===== config.mk =====
export PLATFORM = sky130hd
export DESIGN_NAME = mdio_master_regs
export DESIGN_NICKNAME = d
export VERILOG_FILES = /design/src/rtl/mdio_master_pkg.sv /design/src/rtl/mdio_mdc_gen.sv /design/src/rtl/mdio_frame_seq.sv /design/src/rtl/mdio_reg_file.sv /design/src/rtl/mdio_master_regs.sv
export SDC_FILE = /design/constraint.sdc
export NUM_CORES = 1
export LEC_CHECK = 0
export CAP_MARGIN = 20
export CELL_PAD_IN_SITES_DETAIL_PLACEMENT = 1
export CELL_PAD_IN_SITES_GLOBAL_PLACEMENT = 1
export CORE_MARGIN = 2
export CORE_UTILIZATION = 30
export DETAILED_ROUTE_END_ITERATION = 8
export GPL_ROUTABILITY_DRIVEN = 0
export HOLD_SLACK_MARGIN = 0.12
export PLACE_DENSITY_LB_ADDON = 0.08
export SKIP_CTS_REPAIR_TIMING = 1
export SLEW_MARGIN = 25
export SYNTH_ARGS = -nofsm -noshare
export SYNTH_HDL_FRONTEND = slang
export SYNTH_SLANG_ARGS = --single-unit

===== constraint.sdc =====
create_clock -name clk -period 5.3 [get_ports clk]
set_clock_uncertainty 0.1 [all_clocks]
set_input_delay 0.53 -clock clk [delete_from_list [all_inputs] [get_ports clk]]
set_output_delay 0.53 -clock clk [all_outputs]
set_load 0.005 [all_outputs]

===== src/rtl/mdio_master_pkg.sv =====
package mdio_master_pkg;
  // register offsets
  localparam logic [11:0] CTRL_OFS = 12'h128;
  localparam logic [11:0] DATA_OFS = 12'h12C;
  // frame layout inside the command word (shifted out msb first)
  localparam int WORD_W   = 32;
  localparam int START_B  = 30;
  localparam int READ_B   = 29;
  localparam int TA_HI    = 17;   // first bit released on a read
  localparam int RDATA_W  = 16;
  localparam int PRE_LEN  = 32;
endpackage


===== src/rtl/mdio_mdc_gen.sv =====
module mdio_mdc_gen #(
  parameter int DIV_W = 7
) (
  input  logic             clk,
  input  logic             rst_n,
  input  logic             run,
  input  logic [DIV_W-1:0] div,
  output logic             mdc,
  output logic             rise,
  output logic             fall
);
  localparam logic [DIV_W-1:0] ONE = DIV_W'(1);

  logic [DIV_W-1:0] hc_q, hc_d;
  logic             mdc_q, mdc_d;
  logic             tick;

  assign tick = run && (hc_q == (div - ONE));

  always_comb begin
    hc_d  = hc_q;
    mdc_d = mdc_q;
    if (!run) begin
      hc_d  = '0;
      mdc_d = 1'b0;
    end else if (tick) begin
      hc_d  = '0;
      mdc_d = ~mdc_q;
    end else begin
      hc_d  = hc_q + ONE;
    end
  end

  always_ff @(posedge clk or negedge rst_n) begin
    if (!rst_n) begin
      hc_q  <= '0;
      mdc_q <= 1'b0;
    end else begin
      hc_q  <= hc_d;
      mdc_q <= mdc_d;
    end
  end

  assign mdc  = mdc_q;
  assign rise = tick && !mdc_q;
  assign fall = tick && mdc_q;
endmodule


===== src/rtl/mdio_frame_seq.sv =====
module mdio_frame_seq
  import mdio_master_pkg::*;
#(
  parameter int PRE_BITS = PRE_LEN
) (
  input  logic              clk,
  input  logic              rst_n,
  input  logic              start,
  input  logic              pre_en,
  input  logic [WORD_W-1:0] word,
  input  logic              rise,
  input  logic              fall,
  output logic              busy,
  output logic              finish,
  output logic              cap_en,
  output logic              mdio_out,
  output logic              mdio_oe
);
  localparam int CNT_W = $clog2(WORD_W + PRE_BITS);
  localparam int IDX_W = $clog2(WORD_W);
  localparam logic [CNT_W-1:0] LOAD_PRE = CNT_W'(WORD_W + PRE_BITS - 1);
  localparam logic [CNT_W-1:0] LOAD_RAW = CNT_W'(WORD_W - 1);
  localparam logic [CNT_W-1:0] WORD_LIM = CNT_W'(WORD_W);
  localparam logic [CNT_W-1:0] REL_HI   = CNT_W'(TA_HI);
  localparam logic [CNT_W-1:0] CAP_LIM  = CNT_W'(RDATA_W);
  localparam logic [CNT_W-1:0] ONE      = CNT_W'(1);

  logic [CNT_W-1:0] cnt_q, cnt_d;
  logic             busy_q, busy_d;
  logic             in_pre, is_rd, released, last_bit;

  assign in_pre   = cnt_q >= WORD_LIM;
  assign is_rd    = word[READ_B];
  assign released = is_rd && !in_pre && (cnt_q <= REL_HI);
  assign last_bit = cnt_q == '0;

  always_comb begin
    cnt_d  = cnt_q;
    busy_d = busy_q;
    if (start) begin
      busy_d = 1'b1;
      cnt_d  = pre_en ? LOAD_PRE : LOAD_RAW;
    end else if (busy_q && fall) begin
      if (last_bit) busy_d = 1'b0;
      else          cnt_d  = cnt_q - ONE;
    end
  end

  always_ff @(posedge clk or negedge rst_n) begin
    if (!rst_n) begin
      cnt_q  <= '0;
      busy_q <= 1'b0;
    end else begin
      cnt_q  <= cnt_d;
      busy_q <= busy_d;
    end
  end

  assign busy     = busy_q;
  assign finish   = busy_q && fall && last_bit;
  assign cap_en   = busy_q && rise && is_rd && !in_pre && (cnt_q < CAP_LIM);
  assign mdio_out = in_pre ? 1'b1 : word[cnt_q[IDX_W-1:0]];
  assign mdio_oe  = busy_q && !released;
endmodule


===== src/rtl/mdio_reg_file.sv =====
module mdio_reg_file
  import mdio_master_pkg::*;
#(
  parameter int ADDR_W = 12,
  parameter int DIV_W  = 7
) (
  input  logic              clk,
  input  logic              rst_n,
  input  logic              wr_en,
  input  logic [ADDR_W-1:0] addr,
  input  logic [WORD_W-1:0] wdata,
  input  logic              busy,
  input  logic              finish,
  input  logic              cap_en,
  input  logic              cap_bit,
  output logic [WORD_W-1:0] rdata,
  output logic              start,
  output logic [DIV_W-1:0]  div,
  output logic              pre_en,
  output logic [WORD_W-1:0] word,
  output logic              done
);
  localparam logic [ADDR_W-1:0] CTRL_A = ADDR_W'(CTRL_OFS);
  localparam logic [ADDR_W-1:0] DATA_A = ADDR_W'(DATA_OFS);
  localparam int PAD_W = WORD_W - DIV_W - 2;

  logic [DIV_W-1:0]  div_q, div_d;
  logic              pre_q, pre_d;
  logic              done_q, done_d;
  logic [WORD_W-1:0] data_q, data_d;
  logic              wr_ctrl, wr_data;

  assign wr_ctrl = wr_en && (addr == CTRL_A) && !busy;
  assign wr_data = wr_en && (addr == DATA_A) && !busy;
  assign start   = wr_data && wdata[START_B] && (div_q != '0);

  always_comb begin
    div_d  = div_q;
    pre_d  = pre_q;
    done_d = done_q;
    data_d = data_q;
    if (wr_ctrl) begin
      div_d = wdata[DIV_W-1:0];
      pre_d = wdata[DIV_W];
    end
    if (wr_data) data_d = wdata;
    else if (cap_en) data_d = {data_q[WORD_W-1:RDATA_W], data_q[RDATA_W-2:0], cap_bit};
    if (start)       done_d = 1'b0;
    else if (finish) done_d = 1'b1;
  end

  always_ff @(posedge clk or negedge rst_n) begin
    if (!rst_n) begin
      div_q  <= '0;
      pre_q  <= 1'b0;
      done_q <= 1'b0;
      data_q <= '0;
    end else begin
      div_q  <= div_d;
      pre_q  <= pre_d;
      done_q <= done_d;
      data_q <= data_d;
    end
  end

  always_comb begin
    if (addr == CTRL_A)      rdata = {{PAD_W{1'b0}}, done_q, pre_q, div_q};
    else if (addr == DATA_A) rdata = data_q;
    else                     rdata = '0;
  end

  assign div    = div_q;
  assign pre_en = pre_q;
  assign word   = data_q;
  assign done   = done_q;
endmodule


===== src/rtl/mdio_master_regs.sv =====
module mdio_master_regs
  import mdio_master_pkg::*;
#(
  parameter int ADDR_W = 12,
  parameter int DIV_W  = 7
) (
  input  logic              clk,
  input  logic              rst_n,
  input  logic              reg_wr_en,
  input  logic [ADDR_W-1:0] reg_addr,
  input  logic [WORD_W-1:0] reg_wdata,
  output logic [WORD_W-1:0] reg_rdata,
  output logic              mdc,
  output logic              mdio_out,
  output logic              mdio_oe,
  input  logic              mdio_in
);
  logic [1:0]        rst_sync_q;
  logic              rst_int_n;
  logic              busy, finish, cap_en, start, pre_en, done;
  logic              rise, fall;
  logic [DIV_W-1:0]  div;
  logic [WORD_W-1:0] word;

  // asynchronous assertion, synchronous release
  always_ff @(posedge clk or negedge rst_n) begin
    if (!rst_n) rst_sync_q <= 2'b00;
    else        rst_sync_q <= {rst_sync_q[0], 1'b1};
  end
  assign rst_int_n = rst_sync_q[1];

  mdio_reg_file #(.ADDR_W(ADDR_W), .DIV_W(DIV_W)) regs_i (
    .clk(clk), .rst_n(rst_int_n), .wr_en(reg_wr_en), .addr(reg_addr),
    .wdata(reg_wdata), .busy(busy), .finish(finish), .cap_en(cap_en),
    .cap_bit(mdio_in), .rdata(reg_rdata), .start(start), .div(div),
    .pre_en(pre_en), .word(word), .done(done)
  );

  mdio_mdc_gen #(.DIV_W(DIV_W)) mdc_i (
    .clk(clk), .rst_n(rst_int_n), .run(busy), .div(div),
    .mdc(mdc), .rise(rise), .fall(fall)
  );

  mdio_frame_seq #(.PRE_BITS(PRE_LEN)) seq_i (
    .clk(clk), .rst_n(rst_int_n), .start(start), .pre_en(pre_en),
    .word(word), .rise(rise), .fall(fall), .busy(busy), .finish(finish),
    .cap_en(cap_en), .mdio_out(mdio_out), .mdio_oe(mdio_oe)
  );
endmodule


# Yosys cells after proc, flatten, opt, wreduce, memory -nomap -nowiden
# Cells that the tools add are included.
dict set report op_classes {
  add_sub_neg 3
  n_lt_le_gt_ge 4
  n_eq_ne 5
  mux 20
  n_bitwise 1
  n_reduce_logical 30
}
# op count
set op_table {}
lappend op_table {{32-bit 2-to-1 mux} 3}
lappend op_table {{12-bit by 9-bit == test with 1-bit output (second input constant)} 2}
lappend op_table {{6-bit 2-to-1 mux} 4}
lappend op_table {{1-bit logical AND} 18}
lappend op_table {{16-bit 2-to-1 mux} 1}
lappend op_table {{7-bit 2-to-1 mux} 2}
lappend op_table {{1-bit 2-to-1 mux} 9}
lappend op_table {{2-bit nonzero test} 4}
lappend op_table {{7-bit by 1-bit adder with 7-bit output (second input constant)} 1}
lappend op_table {{7-bit == test} 1}
lappend op_table {{7-bit nonzero test} 1}
lappend op_table {{7-bit by 1-bit subtractor with 7-bit output (second input constant)} 1}
lappend op_table {{6-bit greater-or-equal comparator (second input constant)} 1}
lappend op_table {{6-bit by 5-bit less-or-equal comparator with 1-bit output (second input constant)} 1}
lappend op_table {{6-bit zero test} 1}
lappend op_table {{5-bit by 6-bit < comparator with 1-bit output (second input constant)} 1}
lappend op_table {{6-bit by 5-bit < comparator with 1-bit output (second input constant)} 1}
lappend op_table {{6-bit by 1-bit subtractor with 6-bit output (second input constant)} 1}
lappend op_table {{1-bit binary-select mux with 5-bit select} 1}
lappend op_table {{1-bit zero test} 4}
lappend op_table {{2-bit by 1-bit != test with 1-bit output (second input constant)} 2}
lappend op_table {{2-bit AND reduction} 2}
lappend op_table {{1-bit NOT} 1}
dict set report word_totals {
  register_bits 58
  out_inout_bits 35
  wordCells 73
}

# Depth between registers and ports, before layout
dict set report depth {
  word_depth 10
  depth_mapped 8
  depth_no_buf 7
}

# Modules after synthesis
# From an unflattened synthesis, not the netlist that was laid out.
dict set report hier_totals {
  cells_unflattened 284
  area_unflattened_um2 3424.5
}
# module instances cells_per_inst area_per_inst_um2 seq_area_each_um2
set by_module_without_submodules {}
lappend by_module_without_submodules {mdio_reg_file 1 159 2078.2 1026.0}
lappend by_module_without_submodules {mdio_frame_seq 1 64 737.0 175.2}
lappend by_module_without_submodules {mdio_mdc_gen 1 58 555.5 200.2}
lappend by_module_without_submodules {mdio_master_regs 1 3 53.8 50.0}

# Least setup slack after synthesis
# OpenSTA, ideal clock, no wires.
dict set report synth_path {
  path_type {register to output}
  start {reg seq_i.cnt_q[0]}
  end {out mdio_out}
  arrival_time_ps 1956
  path_slack_ps 2714
  path_stages_with_launch 6
  path_cell_list {dfrtp_1 > buf_2 > mux4_2 > mux4_2 > nor2b_1 > a211o_1}
}
dict set report synth_between {
  elab_chain_len 3
  elab_cells_between_ends 4
  cone_classes {1 x order compare; 3 x mux}
}
# item line
set synth_lines {}
lappend synth_lines {{from (decl)} mdio_frame_seq.sv:28} ;# logic [CNT_W-1:0] cnt_q, cnt_d;
lappend synth_lines {{from (signal assigned)} mdio_frame_seq.sv:54} ;# cnt_q <= cnt_d;
lappend synth_lines {{1-bit binary-select mux with 5-bit select} mdio_frame_seq.sv:62} ;# assign mdio_out = in_pre ? 1'b1 : word[cnt_q[IDX_W-1:0]];
lappend synth_lines {{1-bit 2-to-1 mux (implied by the code)} mdio_frame_seq.sv:62}
lappend synth_lines {{1-bit 2-to-1 mux *} mdio_frame_seq.sv:62}
lappend synth_lines {{to (decl)} mdio_master_regs.sv:14} ;# output logic mdio_out,
# Every way passes the cells marked *; elsewhere a longest branch is shown, timed or not. The select of a mux whose other input is x is not followed.

# Final worst setup path
# Same ends and word-level chain as after synthesis.

==> run metrics <==
post-synthesis cell count 349; Clock transition at path regs 60 ps; total track usage 18.4%; clk sink count 58; first-pass GRT wire length 18.1 mm; CP peak stage delay 760 ps; worst-case clock buffer depth 2; Die W 111 um; Slew HR 49.0%; Synth cell types 51; HP Class flop to flop; worst setup path end mdio_out; initial antenna violation count 0; final non-filler cell total 579; sw frac 21.5%; routed len/inst 18.5 um; I/O pins 83; final period utilization 69.9%; flop2flop setup slack 2400 ps; Crit. End Element output pin; pre-CTS setup slack 1420 ps; CP startpoint seq_i.cnt_q[0]; RSZ-0062 raised after global routing false; final hold slack 254 ps; syn_nets 403; status completed; dpl hpwl 7.77 mm; Clock Tree Root clkbuf_16; f_max 270 MHz; Async S/R FF share, synth 100%; vias in the first global route 3353; sequential power share 41.5%; r2r startpoint regs_i.div[0]; vias 3009; Pwr Density 227 nW/um^2; Syn Area/Cell 9.89 um^2; htree depth 3; final worst slack 1600 ps; Least-Margin Pin Slew 759 ps; first drt pass iteration count 4; starting density of the core 30.5%; VDD IR max 0.000114 V; Final Core Density 41.7%; worst-path cell chain mux4_2, mux4_2, nor2b_1, a211o_1, clkdlybuf4s50_1; area growth from synthesis to layout 36.9%; DRC 0; most frequent CP cell mux4_2; EDFF count, synth 0; Setup-failing EPs final 0; Leakage 2.04 nW; post-synthesis sequential area ratio 42.1%; worst r2r path cells 7; Core Region 11300 um^2; die height 111 um; clock group share of total power 54.0%; grt ovf 0; crit start category flop; Antenna Nets Post-Route 0; slowest CP cell dfrtp_1; Vias/cell 5.20; Max-Cap Viols 0; combinational power share 4.5%; Worst Path Required 4670 ps; share of the synthesized area in the top cell type 42.1%; final hold vios 0; worst-path maximum fanout 11; switching power total 231 uW; Antenna diodes 0; Yosys top cell by area dfrtp_1; CTS Buf Count 9; Reg2Reg Capture Point regs_i.word[2]; Slew Limit Fails 0; Die ar. 12400 um^2; port bufs 82; Cells after DPL 563; yosys warns 0; largest net degree at the start of global routing 57; nets 485; Clk Latency, worst-skew pair 320 ps; Critical Setup Path Class flop to output pin; Mapped Area 3450 um^2; row count 39; Synth Flop Type dfrtp_1; post-route setup TNS 0 ps; main area contributors after synthesis dfrtp_1 (42%), mux4_2 (6.5%), nand2_1 (6.0%); Internal Power 841 uW; FF+latch count, synth 58; Worst EP arrival 3070 ps; WL final 10.7 mm; share of cells above drive strength 1 12.2%; drt initial violations 82; fin crit period 3700 ps; CTS tree built
[registers in the layout (all words and copies together), names as in the netlist]
name	count
regs_i.done	1
mdc_i.mdc	1
mdc_i.hc_q	7
seq_i.busy	1
rst_sync_q	2
regs_i.div	7
regs_i.pre_en	1
seq_i.cnt_q	6
regs_i.word	32
[cells in the mapped netlist (2+ instances only)]
master,n
nand2b_1,2
inv_1,10
a31oi_1,7
o31ai_1,7
xnor2_1,6
a22o_1,10
a31o_2,2
nand4_1,8
a211oi_1,3
nor3_1,5
ha_1,6
nor3_2,2
o211a_1,2
and2_1,27
a211o_1,2
buf_2,8
a221o_1,10
or4_1,4
xor2_1,6
nor2b_1,4
or3_1,2
mux2i_1,5
and3_1,16
nand3_1,4
a21oi_1,5
nand2_1,55
clkbuf_1,10
nor2_1,20
mux2_2,8
dfrtp_1,58
and3b_1,2
nor4b_1,2
mux4_2,10
o21ai_0,4
[stage by stage]
| stage | instance area, um^2 | power, mW |
|---|---|---|
| 3_5_place_dp | 4430 | 0.502 |
| 6_report | 4720 | 1.07 |
| 4_1_cts | 4720 | 1.08 |
| 3_3_place_gp | 4430 | 0.502 |
| 5_1_grt | 4720 | 1.11 |
| 2_1_floorplan | 3450 | 0.461 |
[worst min-delay path by stage]
stage / from / end / slack [ps] / depth (start not counted)
6_report: rst_sync_q[0] / rst_sync_q[1] / 250 / 0
5_1_grt: rst_n / rst_sync_q[0] / 260 / 1
4_1_cts: rst_n / rst_sync_q[0] / 260 / 1
2_1_floorplan: rst_n / rst_sync_q[0] / 130 / 0
3_3_place_gp: rst_sync_q[0] / rst_sync_q[1] / 240 / 0
3_5_place_dp: rst_sync_q[0] / rst_sync_q[1] / 250 / 0
[critical path, delay by kind of cell (launching register included)]
family / cells / cell delay [ps]
buffers and inverters: 1 / 460
AND/OR/NAND/NOR: 1 / 140
multiplexers: 2 / 1110
AO/OA/AOI/OAI: 1 / 280
flip-flops: 1 / 760
[power groups by stage]
stage	Sequential (mW)	Clock [mW]	Combinational [mW]
finish	0.444	0.578	0.0484
global route	0.444	0.614	0.0536
CTS	0.444	0.589	0.0501
detailed placement	0.452	0	0.0499
global placement	0.452	0	0.0496
floorplan	0.458	0	0.00269
[cells by family (layout without fill, tap and decap cells)]
family / after synthesis / after routing / synth area share [%]
adders and majority gates: 6 / 6 / 2.18
other: 1 / 1 / 0.109
DFF: 58 / 58 / 42.1
muxes: 23 / 23 / 10.6
xor gates and xnor gates: 12 / 12 / 3.05
AOI/OAI and AO/OA: 58 / 58 / 13.3
and+or+nand+nor: 162 / 162 / 25.3
buffers and inverters: 29 / 116 / 3.44
[cell usage in the layout (no fill, tap or decap), drive strengths merged, types with 6 or more instances in the layout]
cell type	count
mux4	10
a22o	10
clkdlybuf4s50	82
a31oi	8
and2	27
nor2	21
nor3	7
clkbuf	10
inv	11
nand4	8
buf	7
o31ai	7
dfrtp	58
a221o	10
mux2	8
nand2	55
xor2	6
and3	16
ha	6
xnor2	6
[layer usage]
layer	track usage [%]	up-vias	part of all wire [%]
met3	3.50	10	3.9
li1	-	1429	-
met4	5.43	0	1.2
met5	0	-	0
met2	31.2	56	50
met1	24.1	1514	45
[final cells by class]
cell class                 instances  area [um^2]
fill                            1294         6600
multi-input combinational        262         1880
sequential                        58         1450
timing repair buffer              89          873
clock buffer                      10          229
tap                              143          179
clock inverter                     6         67.6
inverter                          11         41.3
Note: power is estimated with default switching activity, not from simulation.
